File: src/rtl/dcap_pkg.sv
package dcap_pkg;
  typedef enum logic [1:0] {
    MODE_PACER  = 2'd0,
    MODE_STROBE = 2'd1,
    MODE_HSHAKE = 2'd2,
    MODE_OFF    = 2'd3
  } cap_mode_e;

  typedef enum logic [1:0] {
    PACE_FAST  = 2'd0,
    PACE_HALF  = 2'd1,
    PACE_TIMER = 2'd2,
    PACE_NONE  = 2'd3
  } pace_sel_e;

  typedef enum logic [1:0] {
    WID_8   = 2'd0,
    WID_16  = 2'd1,
    WID_32  = 2'd2,
    WID_32B = 2'd3
  } width_e;
endpackage

File: src/rtl/dcap_sync_edge.sv
module dcap_sync_edge #(
  parameter int STAGES = 2
) (
  input  logic clk,
  input  logic rst,
  input  logic async_in,
  output logic level,
  output logic rise
);
  // STAGES synchronizer flops plus one history flop for edge detection
  logic [STAGES:0] chain;

  always_ff @(posedge clk) begin
    if (rst) chain <= '0;
    else     chain <= {chain[STAGES-1:0], async_in};
  end

  assign level = chain[STAGES-1];
  assign rise  = chain[STAGES-1] & ~chain[STAGES];

  // a detected edge can never repeat in the following cycle
  p_rise_single_r3: assert property (@(posedge clk) disable iff (rst)
    rise |=> !rise);
endmodule

File: src/rtl/dcap_pace_mux.sv
module dcap_pace_mux
  import dcap_pkg::*;
(
  input  logic       clk,
  input  logic       rst,
  input  logic       run,
  input  logic [1:0] mode,
  input  logic [1:0] pace_sel,
  input  logic       tick_fast,
  input  logic       tick_half,
  input  logic       timer_tick,
  input  logic       req_rise,
  input  logic       req_level,
  output logic       sample_evt,
  output logic       ack_q
);
  logic pace_tick;
  logic hs_wait;
  logic hs_take;

  always_comb begin
    case (pace_sel_e'(pace_sel))
      PACE_FAST:  pace_tick = tick_fast;
      PACE_HALF:  pace_tick = tick_half;
      PACE_TIMER: pace_tick = timer_tick;
      default:    pace_tick = 1'b0;
    endcase
  end

  assign hs_take = run && (cap_mode_e'(mode) == MODE_HSHAKE) && req_rise && !hs_wait;

  always_comb begin
    case (cap_mode_e'(mode))
      MODE_PACER:  sample_evt = run & pace_tick;
      MODE_STROBE: sample_evt = run & req_rise;
      MODE_HSHAKE: sample_evt = hs_take;
      default:     sample_evt = 1'b0;
    endcase
  end

  always_ff @(posedge clk) begin
    if (rst) begin
      hs_wait <= 1'b0;
      ack_q   <= 1'b0;
    end else begin
      ack_q <= hs_take;
      if (hs_take)         hs_wait <= 1'b1;
      else if (!req_level) hs_wait <= 1'b0;
    end
  end

  // acknowledge is a single-cycle pulse
  p_ack_pulse_r4: assert property (@(posedge clk) disable iff (rst)
    ack_q |=> !ack_q);
  // acknowledge follows a handshake-mode capture
  p_ack_after_take_r4: assert property (@(posedge clk) disable iff (rst)
    (sample_evt && cap_mode_e'(mode) == MODE_HSHAKE) |=> ack_q);
endmodule

File: src/rtl/dcap_packer.sv
module dcap_packer
  import dcap_pkg::*;
#(
  parameter int DATA_W = 32,
  parameter int LANE_W = 8
) (
  input  logic              clk,
  input  logic              rst,
  input  logic              flush,
  input  logic              sample_evt,
  input  logic [1:0]        width,
  input  logic [DATA_W-1:0] din,
  input  logic              ovf_clear,
  input  logic              push_ready,
  output logic              push_valid,
  output logic [DATA_W-1:0] push_data,
  output logic              overflow
);
  localparam int LANES  = DATA_W / LANE_W;
  localparam int IDX_W  = $clog2(LANES);
  localparam int POS_W  = IDX_W + 1;
  localparam int HALF_L = 16 / LANE_W;

  logic [DATA_W-1:0] acc;
  logic [DATA_W-1:0] merged;
  logic [POS_W-1:0]  pos;
  logic [POS_W-1:0]  n_add;
  logic [POS_W-1:0]  pos_sum;
  logic              slot_free;
  logic              accept;
  logic              drop;
  logic              full;
  logic [LANE_W-1:0] din_l [LANES];

  always_comb begin
    case (width_e'(width))
      WID_8:   n_add = POS_W'(1);
      WID_16:  n_add = POS_W'(HALF_L);
      default: n_add = POS_W'(LANES);
    endcase
  end

  // place the new sample's lanes above those already collected
  for (genvar i = 0; i < LANES; i++) begin : g_lane
    logic [POS_W-1:0] rel;
    assign din_l[i] = din[i*LANE_W +: LANE_W];
    assign rel = POS_W'(i) - pos;
    assign merged[i*LANE_W +: LANE_W] =
      (POS_W'(i) >= pos && rel < n_add) ? din_l[rel[IDX_W-1:0]]
                                        : acc[i*LANE_W +: LANE_W];
  end

  assign pos_sum   = pos + n_add;
  assign full      = pos_sum >= POS_W'(LANES);
  assign slot_free = !push_valid || push_ready;
  assign accept    = sample_evt && slot_free;
  assign drop      = sample_evt && !slot_free;

  always_ff @(posedge clk) begin
    if (rst) begin
      acc        <= '0;
      pos        <= '0;
      push_valid <= 1'b0;
      push_data  <= '0;
      overflow   <= 1'b0;
    end else begin
      if (push_valid && push_ready) push_valid <= 1'b0;
      if (flush) begin
        acc <= '0;
        pos <= '0;
      end else if (accept) begin
        if (full) begin
          push_data  <= merged;
          push_valid <= 1'b1;
          acc        <= '0;
          pos        <= '0;
        end else begin
          acc <= merged;
          pos <= pos_sum;
        end
      end
      if (drop)           overflow <= 1'b1;
      else if (ovf_clear) overflow <= 1'b0;
    end
  end

  // a pending word is held until taken
  p_hold_word_r8: assert property (@(posedge clk) disable iff (rst)
    (push_valid && !push_ready) |=> (push_valid && $stable(push_data)));
  // overflow is sticky without a clear
  p_ovf_sticky_r9: assert property (@(posedge clk) disable iff (rst)
    (overflow && !ovf_clear) |=> overflow);
  // a dropped sample raises the flag
  p_drop_flags_r9: assert property (@(posedge clk) disable iff (rst)
    (sample_evt && push_valid && !push_ready) |=> overflow);
endmodule

File: src/rtl/dcap_top.sv
module dcap_top
  import dcap_pkg::*;
#(
  parameter int DATA_W      = 32,
  parameter int LANE_W      = 8,
  parameter int SYNC_STAGES = 2
) (
  input  logic              clk,
  input  logic              rst,
  input  logic              cfg_enable,
  input  logic [1:0]        cfg_mode,
  input  logic [1:0]        cfg_pace_sel,
  input  logic [1:0]        cfg_width,
  input  logic              cfg_trig_en,
  input  logic              ovf_clear,
  input  logic              tick_fast,
  input  logic              tick_half,
  input  logic              timer_tick,
  input  logic [DATA_W-1:0] din,
  input  logic              ext_req,
  input  logic              ext_trig,
  output logic              ack_out,
  output logic              push_valid,
  input  logic              push_ready,
  output logic [DATA_W-1:0] push_data,
  output logic              overflow
);
  logic req_level, req_rise;
  logic trig_level, trig_rise;
  logic trig_seen;
  logic run;
  logic sample_evt;

  dcap_sync_edge #(.STAGES(SYNC_STAGES)) u_req_sync (
    .clk(clk), .rst(rst), .async_in(ext_req), .level(req_level), .rise(req_rise)
  );

  dcap_sync_edge #(.STAGES(SYNC_STAGES)) u_trig_sync (
    .clk(clk), .rst(rst), .async_in(ext_trig), .level(trig_level), .rise(trig_rise)
  );

  always_ff @(posedge clk) begin
    if (rst || !cfg_enable) trig_seen <= 1'b0;
    else if (trig_rise)     trig_seen <= 1'b1;
  end

  assign run = cfg_enable && (!cfg_trig_en || trig_seen);

  dcap_pace_mux u_pace (
    .clk(clk), .rst(rst), .run(run), .mode(cfg_mode), .pace_sel(cfg_pace_sel),
    .tick_fast(tick_fast), .tick_half(tick_half), .timer_tick(timer_tick),
    .req_rise(req_rise), .req_level(req_level),
    .sample_evt(sample_evt), .ack_q(ack_out)
  );

  dcap_packer #(.DATA_W(DATA_W), .LANE_W(LANE_W)) u_pack (
    .clk(clk), .rst(rst), .flush(!cfg_enable), .sample_evt(sample_evt),
    .width(cfg_width), .din(din), .ovf_clear(ovf_clear), .push_ready(push_ready),
    .push_valid(push_valid), .push_data(push_data), .overflow(overflow)
  );

  // nothing is sampled before the trigger when gating is on
  p_trig_gate_r5: assert property (@(posedge clk) disable iff (rst)
    (cfg_trig_en && !trig_seen) |-> !sample_evt);
  // disabled block samples nothing
  p_idle_when_off_r6: assert property (@(posedge clk) disable iff (rst)
    !cfg_enable |-> !sample_evt);
  // off mode samples nothing
  p_mode_off_r10: assert property (@(posedge clk) disable iff (rst)
    (cfg_mode == 2'd3) |-> !sample_evt);
  // outputs are quiet right after reset
  p_reset_quiet_r1: assert property (@(posedge clk)
    $past(rst) |-> (!push_valid && !ack_out && !overflow));
endmodule

File: config.mk
export PLATFORM = sky130hd
export DESIGN_NAME = dcap_top
export DESIGN_NICKNAME = d
export VERILOG_FILES = /design/src/rtl/dcap_pkg.sv /design/src/rtl/dcap_sync_edge.sv /design/src/rtl/dcap_pace_mux.sv /design/src/rtl/dcap_packer.sv /design/src/rtl/dcap_top.sv
export SDC_FILE = /design/constraint.sdc
export NUM_CORES = 1
export LEC_CHECK = 0
export ABC_CLOCK_PERIOD_IN_PS = 3900
export BUFFER_PORTS_ARGS = -buffer_cell sky130_fd_sc_hd__buf_2
export CAP_MARGIN = 20
export CORE_MARGIN = 2
export CORE_UTILIZATION = 56
export CTS_CLUSTER_SIZE = 12
export DETAILED_ROUTE_END_ITERATION = 10
export MAX_ROUTING_LAYER = met4
export PLACE_DENSITY = 0.8
export SLEW_MARGIN = 20
export SYNTH_ARGS = -nofsm -noshare
export SYNTH_HDL_FRONTEND = slang
export SYNTH_SLANG_ARGS = --single-unit
File: constraint.sdc
create_clock -name clk -period 3.9 [get_ports clk]
set_input_delay 0.585 -clock clk [delete_from_list [all_inputs] [get_ports clk]]
set_output_delay 0.585 -clock clk [all_outputs]
set_load 0.03 [all_outputs]
## Word-level counts from Yosys, hierarchy flattened

Index checks and enable logic that the tools add are counted.

- Register bits after elaboration: 78
- Bits in read-only memories: 0
- Memories: 0
- Bits of input ports: 49
- Bits in latches: 0
- Output and inout bits: 35
- Bits in writable memories: 0

- Bitwise gates (word level): 11
- Order comparisons: 13
- Shifts and indexed selects: 0
- Divide/modulo/power cells: 0
- Add/subtract/negate cells: 5
- Equal/unequal tests: 6
- Reduce and logical (&&, ||, !) cells: 25
- Multiply operators: 0
- Mux-type cells: 29

Operator list:

| operator | count |
|---|---|
| $mux W8 | 12 |
| $bmux W8 S2 | 4 |
| $mux W32 | 1 |
| $ge A3 B3 Y1 const B | 5 |
| $lt A3 B3 Y1 | 4 |
| $not A2 Y3 | 4 |
| $logic_and A1 B1 Y1 | 11 |
| $mux W1 | 8 |
| $eq A2 B1 Y1 const B | 3 |
| $ge A1 B3 Y1 const A | 2 |
| $ge A2 B3 Y1 const A | 2 |
| $logic_not A2 Y1 | 3 |
| $pmux W1 S3 | 2 |
| $pmux W3 S2 | 1 |
| $sub A1 B3 Y3 const A | 2 |
| $sub A2 B3 Y3 const A | 2 |
| $logic_not A1 Y1 | 5 |
| $and A1 B1 Y1 | 4 |
| $eq A2 B2 Y1 const B | 2 |
| $add A3 B3 Y3 | 1 |
| $logic_or A1 B1 Y1 | 3 |
| $mux W3 | 1 |
| $not A1 Y1 | 3 |
| $reduce_and A3 Y1 | 1 |
| other kinds (3) | 3 |

## Depth between registers and ports, before layout

Gate-level depths: netlist of run 1.

- Depth after elaboration: 10
- Mapped depth: 13

## Cells and area by module

From an unflattened synthesis of run 1, not the netlist that was laid out.

- Cells, all modules: 482
- Area, all modules: 4621.9 um^2

Modules (own cells, without submodules):

| module | seq. area each (um^2) | times used | area an instance (um^2) | cells each |
|---|---|---|---|---|
| dcap_packer | 1381.3 | 1 | 4281.6 | 447 |
| dcap_sync_edge | 60.1 | 2 | 87.6 | 7 |
| dcap_pace_mux | 40.0 | 1 | 118.9 | 15 |
| dcap_top | 20.0 | 1 | 46.3 | 6 |

## Worst setup path before layout of run 1

OpenSTA, ideal clock, no wires.

- Kind: flip-flop to flip-flop
- From: reg u_pack.pos[1]
- To: reg u_pack.push_data[22]
- Buffers on the path: 5
- Setup time: 0.137 ns
- Clock period less this slack: 3.575 ns
- Stages on the path, launching flop included: 14
- Path slack: 0.325 ns
- Arrival time: 3.438 ns
- Data required time: 3.763 ns
- Path through: dfxtp_1 > buf_2 > buf_2 > inv_1 > ha_1 > buf_2 > buf_1 > inv_1 > ha_1 > and3b_4 > a2111oi_4 > buf_6 > mux2i_1 > a211oi_2

- Longest elaborated chain between the ends: 6
- Elaborated cells on any way between the ends: 12
- Classes of those cells: 2 x add/sub; 3 x order compare; 4 x mux; 1 x bitwise; 2 x reduce/logical

Ends and longest elaborated chain:

| what | RTL line | RTL |
|---|---|---|
| from (decl) | dcap_packer.sv:26 | `logic [POS_W-1:0] pos;` |
| from (signal assigned) | dcap_packer.sv:79 | `pos <= pos_sum;` |
| $sub A2 B3 Y3 | dcap_packer.sv:47 | `assign rel = POS_W'(i) - pos;` |
| $not A2 Y3 (implied by the code) | dcap_packer.sv:49 | `(POS_W'(i) >= pos && rel < n_add) ? din_l[rel[IDX_W-1:0]]` |
| $bmux W8 S2 | dcap_packer.sv:49 |  |
| $mux W8 (implied by the code) (2 in series) | dcap_packer.sv:49 |  |
| $mux W8 | dcap_packer.sv:49 |  |
| to (signal assigned) | dcap_packer.sv:73 | `push_data <= merged;` |
| to (decl) | dcap_packer.sv:16 | `output logic [DATA_W-1:0] push_data,` |

Several ways; a longest one is shown, not always the timed one. The select of a mux whose other input is x is not followed.
A chain may end at the register's enable or synchronous reset.

## Worst setup path in the final report of run 1

- From: reg u_pack.pos[1]
- To: reg u_pack.acc[6]

- Longest elaborated chain between the ends: 7
- Elaborated cells on any way between the ends: 12
- Classes of those cells: 2 x add/sub; 3 x order compare; 5 x mux; 1 x bitwise; 1 x reduce/logical

Ends and longest elaborated chain:

| what | RTL line | RTL |
|---|---|---|
| $sub A1 B3 Y3 | dcap_packer.sv:47 |  |
| $not A2 Y3 (implied by the code) | dcap_packer.sv:49 |  |
| $bmux W8 S2 | dcap_packer.sv:49 |  |
| $mux W8 (implied by the code) (2 in series) | dcap_packer.sv:49 |  |
| $mux W8 | dcap_packer.sv:49 |  |
| $mux W32 (*) | dcap_packer.sv:72 | `if (full) begin` |
| to (signal assigned) | dcap_packer.sv:78 | `acc <= merged;` |
| to (decl) | dcap_packer.sv:24 | `logic [DATA_W-1:0] acc;` |

Every way passes the cells marked *; elsewhere a longest branch is shown, timed or not. The select of a mux whose other input is x is not followed.

==> impl_metrics.tcl, run 1 <==
set metrics [dict create \
    worst-setup-path-type "reg2reg" \
    coreArea_um2 7807 \
    finalCriticalPeriod_ns 2.987 \
    grt_pass1_wl_mm 18.53 \
    hpwl_mm 8.356 \
    start_kind "flop" \
    portBuffers 83 \
    cts_tree "built" \
    synth_top_area_share_pct 34.40 \
    ys_ff_latch 78 \
    synthAdderAreaFrac_pct 4.851 \
    avgSynthCellArea_um2 9.804 \
    regToRegSetupSlack_ns 0.91 \
    worst_slew_pin_slew_ns 0.9725 \
    cts-root-buf "clkbuf_8" \
    power_frac_comb_pct 15.3 \
    start_util_pct 58.14 \
    antenna_cells 0 \
    whs_path_depth 1 \
    row_count 32 \
    vias 4160 \
    finalHoldViolations 0 \
    setup_tns_ns 0 \
    insertion_delay_ns 0.34 \
    die_area_um2 8843 \
    synthMuxAreaShare_pct 19.63 \
    yosysSeqAreaShare_pct 34.40 \
    post_cts.repair.setup_buffers 0 \
    crit_chain "inv_1 > ha_1 > ha_1 > nor2b_1 > o21ai_0 > buf_4 > nand2_1 > a211oi_2 > o32ai_1" \
    worst_setup_path_end_kind "flop" \
    dp_slack_ns 0.7018 \
    synth-compound-area-share_pct 18.94 \
    cts_buffers 9 \
    htree_levels 3 \
    crit_top_cell "ha_1" \
    vias_per_cell 6.541 \
    grt_max_degree 45 \
    ant_nets 0 \
    p_clk_share_pct 36.0 \
    drc 0 \
    grt_usage_pct 27.62 \
    holdPathEnd "u_trig_sync.chain[1]$_SDFF_PP0_" \
    max-clock-path-buffers 2 \
    antenna_found_initial 0 \
    power_leakage_nw 1.979 \
    drive_above_1_share_pct 30.34 \
    cts_hold_buf 0 \
    grt-ovfl-total 0 \
    period_share_pct 76.59 \
    slew_viol_final 0 \
    worstPathRequired_ns 4.09 \
    grt_pass1_vias 3786 \
    syn_to_final_growth_pct 14.86 \
    worstPathArrival_ns 3.17 \
    r2r_cells 9 \
    critical-path-max-stage-delay_ns 0.61 \
    fp.dieW_um 94.04 \
    synth_nets 529 \
    layout_common_cells "buf_2 (83), dfxtp_1 (77), nand2_1 (53)" \
    wl_mm 11.75 \
    fin_ws_ns 0.9130 \
    status "completed" \
    r2r-start "u_pack.pos[1]$_SDFFE_PP0P_" \
    final_common_cell "buf_2" \
    p_total_w 0.001670 \
    ios 84 \
    yosysWarnings 0 \
    synthXorXnorAreaFrac_pct 0.7442 \
    path_clk_slew_ns 0.08 \
    slew_headroom_pct 35.17 \
    fmax_ghz 0.3348 \
    holdCritPathClass "reg2reg" \
    synthTopCellsByArea "dfxtp_1 (34%), mux4_2 (16%), a21oi_1 (5.0%)" \
    drt_iter0_markers 413 \
    synth_top_family_by_area "multiplexers" \
    p_per_area_nw_per_um2 320.3 \
    clock-sinks 78 \
    netlist-cell-type-count 46 \
    path_max_fanout 11 \
    synth_area_um2 4539 \
    synth_flop_cell "dfxtp_1" \
    power_frac_seq_pct 48.7 \
    synth-edff-count 0 \
    p_sw_w 0.0004378 \
    avgRoutedWirePerCell_um 18.47 \
    setup_violations 0 \
    cts-resized-gates 0 \
    die_h_um 94.04 \
    internal_power_w 0.001232 \
    min_from "u_trig_sync.chain[0]$_SDFF_PP0_" \
    gp_congestion 0.8973 \
    layout.nets 597 \
    drt-pass1-iter-count 6 \
    cap_violations 0 \
    async_reset_ff_share_pct 0 \
    finalClockSkew_ns 0.009098 \
    rr_endpoint "u_pack.acc[6]$_SDFFE_PP0P_" \
    slowest_stage "a211oi_2" \
    switching_share_pct 26.22 \
    synth-simple-area-share_pct 16.35 \
    rsz0062_at_grt "no" \
    syn-instance-count 463 \
    ir_drop_mv 0.1813 \
    synth_top_area_cell "dfxtp_1" \
]
[stage by stage]
step                hold slack, ns  cell area, um2  util, %  std cells
finish                      0.4431            5214    66.78        636
global route                0.4587            5214    66.78        636
CTS                         0.4428            5214    66.78        636
detailed placement          0.4325            5025    64.36        622
global placement            0.4240            5025    64.36        622
floorplan                   0.4137            4539        -        463
[metal layers]
metal  GRT usage, %  share of wire [%]
met3          5.056                8.6
met1          37.20                 42
met4          10.02                3.1
met5              -                  0
met2          42.02                 47
[flip-flops by register name (all words and copies together) (netlist names)]
name and flops:
u_pack.overflow 1, u_pace.ack_q 1, u_pack.pos 3, u_trig_sync.chain 3
trig_seen 1, u_pack.push_valid 1, u_pace.hs_wait 1, u_pack.push_data 32
u_req_sync.chain 3, u_pack.acc 32
[kinds of logic (layout without fill, tap and decap cells)]
group                      count (synthesis)  in the layout
and+or+nand+nor                          141            141
DFF                                       78             78
AOI/OAI and AO/OA                        123            123
xor gates and xnor gates                   3              3
muxes                                     49             49
buffers and inverters                     52            123
adders and majority gates                 17             17
[worst max-delay path, delay by kind of cell (launching register included)]
family                   cells  cell delay (ns)
buffers and inverters        2             0.38
flip-flops                   1             0.47
adder cells (fa/ha/maj)      2             0.67
AND/OR/NAND/NOR              2             0.33
AO/OA/AOI/OAI                3             0.98
[power by group through the flow]
stage	combinational [W]	sequential, W	clock [W]
2_1_floorplan	0.000146	0.000848	0
3_3_place_gp	0.000244	0.000832	0
3_5_place_dp	0.000251	0.000832	0
4_1_cts	0.000252	0.000814	0.000605
5_1_grt	0.000275	0.000815	0.000644
6_report	0.000255	0.000814	0.000601
[Yosys cell counts, types with 2 or more instances]
| master | instances |
|---|---|
| a211oi_1 | 19 |
| a211oi_2 | 4 |
| a21oi_1 | 45 |
| a311oi_1 | 11 |
| and3_1 | 6 |
| buf_1 | 2 |
| buf_2 | 11 |
| buf_4 | 2 |
| buf_6 | 2 |
| clkbuf_1 | 26 |
| dfxtp_1 | 78 |
| ha_1 | 16 |
| inv_1 | 8 |
| mux2i_1 | 17 |
| mux4_2 | 32 |
| nand2_1 | 53 |
| nand2b_1 | 6 |
| nand3_1 | 27 |
| nand4_1 | 3 |
| nor2_1 | 8 |
| nor2b_1 | 11 |
| nor3_2 | 2 |
| o21ai_0 | 11 |
| o22ai_1 | 9 |
| o32ai_1 | 15 |
| or4_1 | 18 |
| xor2_1 | 2 |
[area by class of cell]
type	instances	area (um2)
Sequential cell	78	1563
Multi-Input combinational cell	333	2758
Clock inverter	1	30.03
Tap cell	102	127.6
Timing Repair Buffer	100	543.0
Inverter	9	33.78
Clock buffer	13	158.9
Fill cell	648	2594
[how the worst max path moves through the flow]
stage	startpoint	to	slack [ns]	cells after the start
6_report	u_pack.pos[1]$_SDFFE_PP0P_	u_pack.acc[6]$_SDFFE_PP0P_	0.91	9
3_3_place_gp	cfg_width[0]	u_pack.acc[10]$_SDFFE_PP0P_	0.88	10
3_5_place_dp	cfg_width[0]	u_pack.acc[12]$_SDFFE_PP0P_	0.70	10
4_1_cts	u_pack.pos[1]$_SDFFE_PP0P_	u_pack.acc[6]$_SDFFE_PP0P_	0.94	9
5_1_grt	u_pack.pos[1]$_SDFFE_PP0P_	u_pack.acc[6]$_SDFFE_PP0P_	0.77	9
2_1_floorplan	u_pack.pos[1]$_SDFFE_PP0P_	u_pack.push_data[22]$_SDFFE_PP0P_	0.32	13
No activity file was read; power rests on OpenSTA's default activity.
==> run 2, diff against run 1 <==
--- a/config.mk
+++ b/config.mk
@@ -5,15 +5,15 @@
 export SDC_FILE = /design/constraint.sdc
 export NUM_CORES = 1
 export LEC_CHECK = 0
-export ABC_CLOCK_PERIOD_IN_PS = 3900
+export ABC_CLOCK_PERIOD_IN_PS = 2700
 export BUFFER_PORTS_ARGS = -buffer_cell sky130_fd_sc_hd__buf_2
 export CAP_MARGIN = 20
 export CORE_MARGIN = 2
-export CORE_UTILIZATION = 56
+export CORE_UTILIZATION = 51
 export CTS_CLUSTER_SIZE = 12
 export DETAILED_ROUTE_END_ITERATION = 10
 export MAX_ROUTING_LAYER = met4
-export PLACE_DENSITY = 0.8
+export PLACE_DENSITY = 0.77
 export SLEW_MARGIN = 20
 export SYNTH_ARGS = -nofsm -noshare
 export SYNTH_HDL_FRONTEND = slang
==> constraint.sdc (replaced) <==
create_clock -name clk -period 2.7 [get_ports clk]
set_input_delay 0.405 -clock clk [delete_from_list [all_inputs] [get_ports clk]]
set_output_delay 0.405 -clock clk [all_outputs]
set_load 0.03 [all_outputs]
==> impl_metrics.tcl, run 2 (synthesis gave the netlist of run 1 again) <==
set metrics [dict create \
    status "completed" \
    path_max_fanout 10 \
    start_kind "flop" \
    fmax_ghz 0.4076 \
    ant_nets 0 \
    grt_max_degree 38 \
    finalHoldViolations 0 \
    multi_input_area_um2 2776 \
    path_clk_slew_ns 0.08 \
    die_h_um 98.35 \
    r2r_cells 7 \
    rr_endpoint "u_pack.push_data[10]$_SDFFE_PP0P_" \
    vias 4179 \
    row_count 34 \
    reg.largest.list "u_pack.acc: 32 flops, u_pack.push_data: 32 flops" \
    drt-pass1-iter-count 5 \
    avgRoutedWirePerCell_um 18.62 \
    cts-resized-gates 0 \
    wl_mm 12.16 \
    finalCriticalPeriod_ns 2.453 \
    worst_slew_pin_slew_ns 0.7491 \
    layout_common_cells "buf_2 (83), dfxtp_1 (76), nand2_1 (53)" \
    hpwl_mm 8.970 \
    slew_headroom_pct 49.90 \
    r2r-start "u_pack.pos[2]$_SDFFE_PP0P_" \
    p_clk_share_pct 38.5 \
    fp.dieW_um 98.35 \
    clock-sinks 78 \
    holdCritPathClass "in2reg" \
    p_per_area_nw_per_um2 471.3 \
    regToRegSetupSlack_ns 0.25 \
    drive_above_1_share_pct 33.03 \
    cts_hold_buf 0 \
    antenna_cells 0 \
    portBuffers 83 \
    final_common_cell "buf_2" \
    worst_setup_path_end_kind "flop" \
    power_leakage_nw 2.063 \
    holdPathEnd "u_req_sync.chain[0]$_SDFF_PP0_" \
    antenna_found_initial 0 \
    setup_tns_ns 0 \
    cts_buffers 9 \
    max-clock-path-buffers 2 \
    power_frac_comb_pct 15.2 \
    drc 0 \
    syn_to_final_growth_pct 18.72 \
    vias_per_cell 6.400 \
    ios 84 \
    num-fill-cells 740 \
    coreArea_um2 8678 \
    ir_drop_mv 0.3318 \
    rsz0062_at_grt "no" \
    grt_pass1_wl_mm 19.94 \
    min_from "ext_req" \
    cts_tree "built" \
    drt_iter0_markers 330 \
    internal_power_w 0.001865 \
    grt-ovfl-total 0 \
    start_util_pct 52.31 \
    cap_violations 0 \
    layout.nets 607 \
    dp_cells 638 \
    worst-setup-path-type "reg2reg" \
    period_share_pct 90.86 \
    finalClockSkew_ns 0.008817 \
    grt_usage_pct 26.44 \
    worstPathArrival_ns 2.70 \
    insertion_delay_ns 0.35 \
    post_cts.repair.setup_buffers 0 \
    slew_viol_final 0 \
    grt_pass1_vias 3983 \
    whs_path_depth 2 \
    power_frac_seq_pct 46.3 \
    setup_violations 0 \
    htree_levels 3 \
    gp_congestion 0.8990 \
    die_area_um2 9672 \
    stdcell_count 653 \
    cts-root-buf "clkbuf_8" \
    seqCellArea_um2 1564 \
    worstPathRequired_ns 2.95 \
    switching_share_pct 26.58 \
    p_sw_w 0.0006750 \
]
[run 2: through the flow]
stage          hold WS, ns  power (W)  area (um2)  utilization, %  setup WS [ns]
2_1_floorplan       0.4137   0.001437        4601               -       -0.03775
3_5_place_dp        0.4269   0.001583        5170           59.57         0.1235
4_1_cts             0.2641   0.002542        5389           62.10         0.2570
6_report            0.2767   0.002540        5389           62.10         0.2468
3_3_place_gp        0.4201   0.001574        5170           59.57         0.1582
5_1_grt             0.2676   0.002633        5389           62.10         0.1024
[run 2: power groups by stage]
stage	combinational [W]	clock, W	sequential [W]
2_1_floorplan	0.000212	0	0.00122
3_3_place_gp	0.000371	0	0.00120
3_5_place_dp	0.000381	0	0.00120
4_1_cts	0.000382	0.000984	0.00118
5_1_grt	0.000415	0.00104	0.00118
6_report	0.000386	0.000978	0.00118
[run 2: final cells by class]
type | count | area share (%)
clock buffer | 10 | 2.554
clock inverter | 5 | 1.509
inverter | 9 | 0.7198
multi-input combinational | 333 | 51.52
sequential | 78 | 29.02
tap | 108 | 2.508
timing repair buffer | 110 | 12.17
[run 2: routing by layer]
metal | vias up | routed length (um) | share of wire [%] | track usage, %
met5 | - | 0 | 0 | -
met4 | 0 | 468 | 3.8 | 13.59
met3 | 33 | 1072 | 8.8 | 4.581
met2 | 233 | 5645 | 46 | 39.87
met1 | 1984 | 4971 | 41 | 34.25
li1 | 1929 | - | - | -
[run 2: worst max-delay path, stage by stage (launching register included)]
cell and delay (ns):
dfxtp_1 0.45, inv_1 0.14, ha_1 0.33, ha_1 0.31, a21oi_2 0.44, buf_4 0.29, mux2i_1 0.10, a211oi_1 0.28
[run 2: worst max path at each step]
stage / startpoint / endpoint / depth (start not counted)
after floorplan: u_pack.pos[1]$_SDFFE_PP0P_ / u_pack.push_data[22]$_SDFFE_PP0P_ / 13
after global placement: cfg_width[1] / u_pack.acc[22]$_SDFFE_PP0P_ / 10
after detailed placement: cfg_width[1] / u_pack.push_data[14]$_SDFFE_PP0P_ / 10
after CTS: u_pack.pos[2]$_SDFFE_PP0P_ / u_pack.push_data[10]$_SDFFE_PP0P_ / 7
after global routing: u_pack.pos[1]$_SDFFE_PP0P_ / u_pack.acc[17]$_SDFFE_PP0P_ / 8
final: u_pack.pos[2]$_SDFFE_PP0P_ / u_pack.push_data[10]$_SDFFE_PP0P_ / 7
==> run 3, diff against run 2 <==
--- a/config.mk
+++ b/config.mk
@@ -8,12 +8,15 @@
 export ABC_CLOCK_PERIOD_IN_PS = 2700
 export BUFFER_PORTS_ARGS = -buffer_cell sky130_fd_sc_hd__buf_2
 export CAP_MARGIN = 20
+export CORE_ASPECT_RATIO = 1.5
 export CORE_MARGIN = 2
 export CORE_UTILIZATION = 51
 export CTS_CLUSTER_SIZE = 12
 export DETAILED_ROUTE_END_ITERATION = 10
 export MAX_ROUTING_LAYER = met4
 export PLACE_DENSITY = 0.77
+export REMOVE_ABC_BUFFERS = 1
+export SKIP_CTS_REPAIR_TIMING = 1
 export SLEW_MARGIN = 20
 export SYNTH_ARGS = -nofsm -noshare
 export SYNTH_HDL_FRONTEND = slang
==> impl_metrics.tcl, run 3 (synthesis gave the netlist of run 1 again) <==
set metrics [dict create \
    fmax_ghz 0.3915 \
    worstPathArrival_ns 2.76 \
    dp_cells 641 \
    p_clk_share_pct 43.1 \
    worst-setup-path-type "reg2reg" \
    grt_max_degree 44 \
    htree_levels 3 \
    layout.nets 610 \
    grt_pass1_wl_mm 19.20 \
    die_area_um2 9687 \
    vias 4221 \
    path_clk_slew_ns 0.06 \
    drive_above_1_share_pct 33.15 \
    slew_headroom_pct 58.52 \
    worstPathRequired_ns 2.90 \
    portBuffers 83 \
    min_from "ext_trig" \
    status "completed" \
    power_frac_seq_pct 42.7 \
    coreArea_um2 8723 \
    wl_mm 12.22 \
    hpwl_mm 8.788 \
    rsz0062_at_grt "no" \
    cts_buffers 9 \
    gp_congestion 0.9649 \
    num-fill-cells 738 \
    power_leakage_nw 2.082 \
    clock-sinks 78 \
    start_util_pct 52.04 \
    ir_drop_mv 0.4029 \
    crit_top_cell "inv_1" \
    syn_to_final_growth_pct 20.87 \
    ant_nets 0 \
    worst_setup_path_end_kind "flop" \
    period_share_pct 94.61 \
    crit_chain "inv_1 > ha_2 > inv_1 > ha_1 > and3b_4 > a2111oi_4 > buf_12 > mux2i_2 > a211oi_1" \
    setup_violations 0 \
    grt_pass1_vias 3831 \
    cap_violations 0 \
    ios 84 \
    drc 0 \
    grt-ovfl-total 0 \
    reg.largest.list "u_pack.acc: 32 flops, u_pack.push_data: 32 flops" \
    stdcell_count 659 \
    path_max_fanout 17 \
    post-route-util_pct 62.89 \
    insertion_delay_ns 0.34 \
    setup_tns_ns 0 \
    critical-path-max-stage-delay_ns 0.41 \
    cts_tree "built" \
    p_total_w 0.002759 \
    holdCritPathClass "in2reg" \
    grt_usage_pct 26.57 \
    drt-pass1-iter-count 5 \
    r2r-start "u_pack.pos[1]$_SDFFE_PP0P_" \
    vias_per_cell 6.405 \
    switching_share_pct 26.00 \
    layout_common_cells "buf_2 (83), dfxtp_1 (77), nand2_1 (53)" \
    finalCriticalPeriod_ns 2.554 \
    finalHoldViolations 0 \
    drt_iter0_markers 353 \
    critical_path.startpoint "u_pack.pos[1]$_SDFFE_PP0P_" \
    die_h_um 119.5 \
    slowest_stage "ha_2" \
    p_sw_w 0.0007172 \
    finalClockSkew_ns 0.003637 \
    fp.dieW_um 81.03 \
    worst_hold_slack_ns 0.2834 \
    start_kind "flop" \
    worst_slew_pin_slew_ns 0.6207 \
    antenna_found_initial 0 \
    internal_power_w 0.002041 \
    row_count 42 \
    max-clock-path-buffers 2 \
    avgRoutedWirePerCell_um 18.55 \
    power_frac_comb_pct 14.2 \
    final_common_cell "buf_2" \
    antenna_cells 0 \
    slew_viol_final 0 \
    p_per_area_nw_per_um2 502.8 \
    cts-root-buf "clkbuf_16" \
]
-- run 3: cell types whose count changed in the layout (fill, tap and decap cells not counted), sizes merged --
cell / before / now
bufinv: 2 / 1
buf: 110 / 113
inv: 10 / 9
clkinvlp: 1 / 3
clkinv: 1 / 2
-- run 3: worst paths after layout --
kind,to,slack [ns],cells past startpoint
setup reg to reg,u_pack.push_data[19]$_SDFFE_PP0P_,0.15,9
hold / removal,u_trig_sync.chain[0]$_SDFF_PP0_,0.28,2
hold reg to reg,u_pace.ack_q$_SDFF_PP0_,0.44,1
setup / recovery,u_pack.push_data[19]$_SDFFE_PP0P_,0.15,9
-- run 3: routing by layer --
| layer | part of all wire, % | GRT usage [%] | up-vias |
|---|---|---|---|
| met5 | 0 | - | - |
| met1 | 40 | 32.87 | 2065 |
| li1 | - | - | 1945 |
| met4 | 3.0 | 12.71 | 0 |
| met2 | 51 | 42.25 | 183 |
| met3 | 6.2 | 3.985 | 28 |
-- run 3: metrics by stage --
step	area, um2	worst slack (ns)
final	5487	0.1456
after detailed placement	5155	0.01866
after global routing	5487	0.003117
after floorplan	4342	-1.759
after global placement	5155	0.1043
after CTS	5446	-0.03939
-- run 3: power by group through the flow --
stage,logic [W],clock network (W),registers (W)
after global placement,0.000370,0,0.00120
after CTS,0.000382,0.00121,0.00118
final,0.000392,0.00119,0.00118
after floorplan,0.000188,0,0.00123
after detailed placement,0.000380,0,0.00120
after global routing,0.000420,0.00124,0.00118
-- run 3: critical path, delay by kind of cell (launching register included) --
family | cells | cell delay (ns)
compound gates | 2 | 0.48
fa+ha+maj | 2 | 0.68
buf+inv | 3 | 0.41
flops | 1 | 0.40
mux | 1 | 0.27
simple gates | 1 | 0.18
-- run 3: layout make-up --
| type | count | area, um2 | area share, % |
|---|---|---|---|
| Multi-Input combinational cell | 333 | 2783 | 50.72 |
| Sequential cell | 78 | 1563 | 28.48 |
| Timing Repair Buffer | 113 | 678.2 | 12.36 |
| Clock buffer | 10 | 229.0 | 4.173 |
| Tap cell | 110 | 137.6 | 2.509 |
| Clock inverter | 6 | 62.56 | 1.140 |
| Inverter | 9 | 33.78 | 0.6157 |
